===== src/rtl/clkout_gate_pkg.sv =====
package clkout_gate_pkg;
    localparam int OST_W = 2;
    typedef enum logic [OST_W-1:0] {
        OST_ACTIVE = 2'd0,
        OST_TRI    = 2'd1,
        OST_PARK   = 2'd2
    } ost_e;
endpackage


===== src/rtl/clkout_gate_sync.sv =====
module clkout_gate_sync #(
    parameter int   STAGES  = 2,
    parameter logic RST_VAL = 1'b0
) (
    input  logic clk,
    input  logic rst_n,
    input  logic d,
    output logic q
);
    logic [STAGES-1:0] sh_d, sh_q;

    always_comb begin
        sh_d = {sh_q[STAGES-2:0], d};
    end

    always_ff @(posedge clk or negedge rst_n) begin
        if (!rst_n) sh_q <= {STAGES{RST_VAL}};
        else        sh_q <= sh_d;
    end

    assign q = sh_q[STAGES-1];
endmodule


===== src/rtl/clkout_gate_decode.sv =====
module clkout_gate_decode
    import clkout_gate_pkg::*;
#(
    parameter int NOUT = 4
) (
    input  logic                  pin_s,
    input  logic                  pol,
    input  logic                  sd_mode,
    input  logic [NOUT-1:0]       out_en,
    input  logic [NOUT-1:0]       pin_ctl,
    output logic [OST_W*NOUT-1:0] target,
    output logic                  loop_en
);
    logic pin_asserted;
    logic shutdown;

    always_comb begin
        pin_asserted = pol ? pin_s : ~pin_s;
        shutdown     = sd_mode & pin_asserted;
        loop_en      = ~shutdown;
    end

    for (genvar g = 0; g < NOUT; g++) begin : g_out
        ost_e tgt;
        always_comb begin
            if (shutdown)
                tgt = OST_PARK;
            else if (!out_en[g])
                tgt = OST_TRI;
            else if (!sd_mode && pin_ctl[g] && !pin_asserted)
                tgt = OST_PARK;
            else
                tgt = OST_ACTIVE;
        end
        assign target[OST_W*g +: OST_W] = tgt;
    end
endmodule


===== src/rtl/clkout_gate_lane.sv =====
module clkout_gate_lane
    import clkout_gate_pkg::*;
(
    input  logic             clk,
    input  logic             rst_n,
    input  logic [OST_W-1:0] target,
    input  logic             div_clk,
    input  logic             cmp_inv,
    output logic [OST_W-1:0] state,
    output logic             leg_t,
    output logic             leg_c
);
    ost_e st_d, st_q;

    always_comb begin
        st_d = st_q;
        if (!div_clk) st_d = ost_e'(target);
    end

    always_ff @(posedge clk or negedge rst_n) begin
        if (!rst_n) st_q <= OST_TRI;
        else        st_q <= st_d;
    end

    always_comb begin
        leg_t = 1'b0;
        leg_c = 1'b0;
        case (st_q)
            OST_ACTIVE: begin
                leg_t = div_clk;
                leg_c = div_clk ^ cmp_inv;
            end
            OST_PARK: begin
                leg_t = 1'b1;
                leg_c = 1'b0;
            end
            default: begin
                leg_t = 1'b0;
                leg_c = 1'b0;
            end
        endcase
    end

    assign state = st_q;
endmodule


===== src/rtl/clkout_gate_ctrl.sv =====
module clkout_gate_ctrl
    import clkout_gate_pkg::*;
#(
    parameter int NOUT        = 4,
    parameter int SYNC_STAGES = 2
) (
    input  logic                  clk,
    input  logic                  rst_n,
    input  logic                  sd_oe_pin,
    input  logic                  cfg_pol,
    input  logic                  cfg_sd_mode,
    input  logic [NOUT-1:0]       cfg_out_en,
    input  logic [NOUT-1:0]       cfg_pin_ctl,
    input  logic [NOUT-1:0]       cfg_cmp_inv,
    input  logic [NOUT-1:0]       div_clk,
    output logic [OST_W*NOUT-1:0] out_state,
    output logic [NOUT-1:0]       out_true,
    output logic [NOUT-1:0]       out_comp,
    output logic                  osc_loop_en
);
    typedef struct packed {
        logic loop_en;
    } ctl_t;

    logic                  pin_s;
    logic [OST_W*NOUT-1:0] target;
    logic                  loop_en_next;
    ctl_t                  ctl_d, ctl_q;

    clkout_gate_sync #(
        .STAGES  (SYNC_STAGES),
        .RST_VAL (1'b0)
    ) sync_i (
        .clk   (clk),
        .rst_n (rst_n),
        .d     (sd_oe_pin),
        .q     (pin_s)
    );

    clkout_gate_decode #(
        .NOUT (NOUT)
    ) decode_i (
        .pin_s   (pin_s),
        .pol     (cfg_pol),
        .sd_mode (cfg_sd_mode),
        .out_en  (cfg_out_en),
        .pin_ctl (cfg_pin_ctl),
        .target  (target),
        .loop_en (loop_en_next)
    );

    always_comb begin
        ctl_d         = ctl_q;
        ctl_d.loop_en = loop_en_next;
    end

    always_ff @(posedge clk or negedge rst_n) begin
        if (!rst_n) ctl_q <= '0;
        else        ctl_q <= ctl_d;
    end

    assign osc_loop_en = ctl_q.loop_en;

    for (genvar g = 0; g < NOUT; g++) begin : g_lane
        clkout_gate_lane lane_i (
            .clk     (clk),
            .rst_n   (rst_n),
            .target  (target[OST_W*g +: OST_W]),
            .div_clk (div_clk[g]),
            .cmp_inv (cfg_cmp_inv[g]),
            .state   (out_state[OST_W*g +: OST_W]),
            .leg_t   (out_true[g]),
            .leg_c   (out_comp[g])
        );
    end
endmodule


===== config.mk =====
export PLATFORM = sky130hd
export DESIGN_NAME = clkout_gate_ctrl
export DESIGN_NICKNAME = d
export VERILOG_FILES = /design/src/rtl/clkout_gate_pkg.sv /design/src/rtl/clkout_gate_sync.sv /design/src/rtl/clkout_gate_decode.sv /design/src/rtl/clkout_gate_lane.sv /design/src/rtl/clkout_gate_ctrl.sv
export SDC_FILE = /design/constraint.sdc
export NUM_CORES = 1
export LEC_CHECK = 0
export BUFFER_PORTS_ARGS = -buffer_cell sky130_fd_sc_hd__buf_2
export CAP_MARGIN = 30
export CORE_MARGIN = 8
export CORE_UTILIZATION = 36
export DETAILED_ROUTE_END_ITERATION = 7
export PLACE_DENSITY = 0.78
export SETUP_SLACK_MARGIN = 0.5
export SYNTH_ARGS = -nofsm -noshare
export SYNTH_HDL_FRONTEND = slang
export SYNTH_SLANG_ARGS = --single-unit

===== constraint.sdc =====
create_clock -name clk -period 1.4 [get_ports clk]
set_clock_uncertainty 0.15 [all_clocks]
set_input_delay 0.35 -clock clk [delete_from_list [all_inputs] [get_ports clk]]
set_output_delay 0.35 -clock clk [all_outputs]
set_load 0.005 [all_outputs]

==> summary.txt <==
Floorplanning
  – Initial Util: 36.7%
  – Core area: 1650 um^2
  – I/O Pins: 38
  – Die Area: 3250 um^2
  – Die outline height: 57.0 um
  – Floorplan row count: 15
  – Die width: 57.0 um

Worst setup path
  – Critical Path Max Stage Delay: 0.57 ns
  – Crit path buf inv count: 1
  – WS Path Type: reg -> out
  – Delay-heaviest family, CP: flip-flops
  – RR Startpoint: sync_i.sh_q[1]
  – Worst path slowest cell: dfstp_2
  – Crit Path Max Fanout: 4
  – Reg2reg end: g_lane[3].lane_i.state[1]
  – Reg2reg path depth: 3
  – CP Launch Type: flip-flop
  – WP data required: 0.90 ns
  – R2r setup slk: 0.08 ns
  – Crit path cell chain: nor3_2 -> buf_2
  – WP data arrival: 1.01 ns
  – Worst Setup End Kind: primary output

Power and ir drop
  – P_int: 597 uW
  – VDD IR max: 496 uV
  – PD cells: 957 nW/um^2
  – Logic pwr share: 28.6%
  – P_sw: 256 uW
  – Reg power frac: 45.8%
  – Switching Share: 30.0%
  – Leakage: 0.000405 uW
  – Clock share of power: 25.6%

Layout
  – Final core occ: 53.9%
  – NumNets Final: 119
  – Final cell count without fillers: 114
  – Final instance area: 891 um^2
  – Ant diodes: 0
  – Layout cell share with drive strength beyond 1: 61.9%
  – Area growth syn-to-layout: 47.1%

Logic synthesis
  – Post-synth ARST share: 100%
  – Post-synthesis cell type count: 14
  – Post-synthesis sequential area ratio: 46.3%
  – Mapped Area: 606 um^2
  – Post-synth EDFFs: 0
  – Area leader, netlist: dfrtp_1
  – Yosys reg bits: 11
  – Post-synth top area share: 28.9%
  – Synth Instances: 63
  – Syn nets: 84
  – Most used DFF post-synth: dfrtp_1
  – Top post-synthesis cells by area: dfrtp_1 29%, dfstp_2 17%, buf_4 9.9%
  – Ys Warns: 0
  – Syn Area/Cell: 9.61 um^2
  – Commonest cells post-synth: 8 x buf_4, 8 x nand2_1, 8 x nor2_1, 8 x nor3_1, 7 x dfrtp_1

Routing
  – Drt total wl: 1.64 mm
  – DR WL/cell: 14.3 um
  – Iteration-0 DRC Markers: 14
  – Via count: 554
  – # DRC: 0
  – Via density: 4.86
  – Drt pass-1 iters: 4
  – Final ANT Viol Nets: 0

STA
  – Max Slew Vio Count: 0
  – Endpoints failing setup: 12
  – Setup TNS Final: -0.934 ns
  – RSZ-0062 raised after global routing: yes
  – Tmin final: 1.51 ns
  – Worst slew margin: 83.2%
  – Hold Fails Final Rpt: 7
  – FMAX: 664 MHz
  – Setup ws final: -0.105 ns
  – Worst-Margin Slew: 0.253 ns
  – Final period utilization: 108%
  – Hold slack: -0.208 ns

Run status
  – Failing checks: negative hold slack, negative setup slack
  – Status: finished, violations left

Placed design
  – DP Cell Count: 109
  – Dpl cell area: 758 um^2
  – PortBufs: 37
  – Placer congestion estimate: 0.718
  – HPWL Detailed: 1.22 mm

Global route
  – Initial antenna violation count: 0
  – Global-route wire length before repair: 2.57 mm
  – Vias in the first global route: 592
  – Largest net degree at the start of global routing: 12
  – Total GRT Usage: 9.54%
  – Grt total ovfl: 0

Clock tree
  – Root Buffer: clkbuf_4
  – Clock latency at the later pin of the worst-skew pair: 0.26 ns
  – H-tree depth: 1
  – CTS tree: done
  – Max clock buf depth: 2
  – Clock Sinks: 11
  – Worst-path clk slew: 0.07 ns
  – CTS Buf Count: 3

Worst hold path
  – Worst min path class: in -> async

Flow run
  – Max-cap viol count: 0
## layout by cell type (no fill, tap or decap)
cell type / instances
buf_2: 36
nor2_1: 8
nand2_1: 8
nor3_2: 7
dfrtp_1: 7
xnor2_1: 4
o31ai_4: 4
nand2b_1: 4
o31a_1: 4
dfstp_2: 4
clkbuf_4: 3
and2_4: 2
xnor2_4: 1
inv_2: 1
nor3_1: 1
clkbuf_1: 1
buf_6: 1
buf_4: 1
## worst reg2reg max path: stages, from the launching register on
cell     delay (ns)
dfrtp_1        0.44
xnor2_4        0.18
and2_4         0.18
o31a_1         0.27
## worst max-delay path by stage
stage	startpoint	to	slack, ns	depth (start not counted)
4_1_cts	g_lane[0].lane_i.state[0]	out_comp[0]	-0.11	2
2_1_floorplan	sync_i.sh_q[1]	g_lane[0].lane_i.state[1]	0.07	4
5_1_grt	g_lane[0].lane_i.state[1]	out_true[0]	-0.15	3
6_report	g_lane[1].lane_i.state[0]	out_comp[1]	-0.11	2
3_5_place_dp	div_clk[0]	out_comp[0]	0.02	4
3_3_place_gp	cfg_pol	g_lane[0].lane_i.state[1]	0.04	4
## routing by layer
layer | track usage [%] | share of wire (%)
met4 | 3.02 | 0.37
met2 | 17.2 | 52
met1 | 8.80 | 34
met5 | 0 | 0
met3 | 5.32 | 13
## registers in the layout, indices dropped and copies added (netlist names)
name,cells
g_lane.lane_i.state,8
osc_loop_en,1
sync_i.sh_q,2
## power groups by stage
| stage | sequential, uW | combinational, uW | clock, uW |
|---|---|---|---|
| floorplan | 392 | 124 | 0 |
| global placement | 389 | 194 | 0 |
| detailed placement | 391 | 199 | 0 |
| CTS | 386 | 220 | 223 |
| global route | 396 | 271 | 242 |
| finish | 390 | 244 | 218 |
## metrics by stage
step | worst slack (ns) | power (uW)
after detailed placement | 0.0181 | 590
after floorplan | 0.0719 | 516
final | -0.105 | 852
after global placement | 0.0410 | 583
after CTS | -0.108 | 829
after global routing | -0.147 | 909
## layout make-up
type                       instances  area (um^2)
sequential                        11          280
tap                               17         21.3
multi-input combinational         43          360
fill                             151          761
clock buffer                       4         26.3
timing repair buffer              38          199
inverter                           1         3.75
## kinds of logic after synthesis
logic type / share of synthesized area [%]
AOI/OAI and AO/OA: 10.7
and+or+nand+nor: 22.1
xor gates and xnor gates: 8.47
DFF: 46.3
buffers and inverters: 12.4
## what timing repair did
item,4_1_cts,5_1_grt
endpoints found under the setup margin,26,26
hold endpoints to repair,7,7
buffers inserted,0,0
resized for setup,8,9
cloned,1,0
pin swaps,9,9
Note: power is estimated with default switching activity, not from simulation.
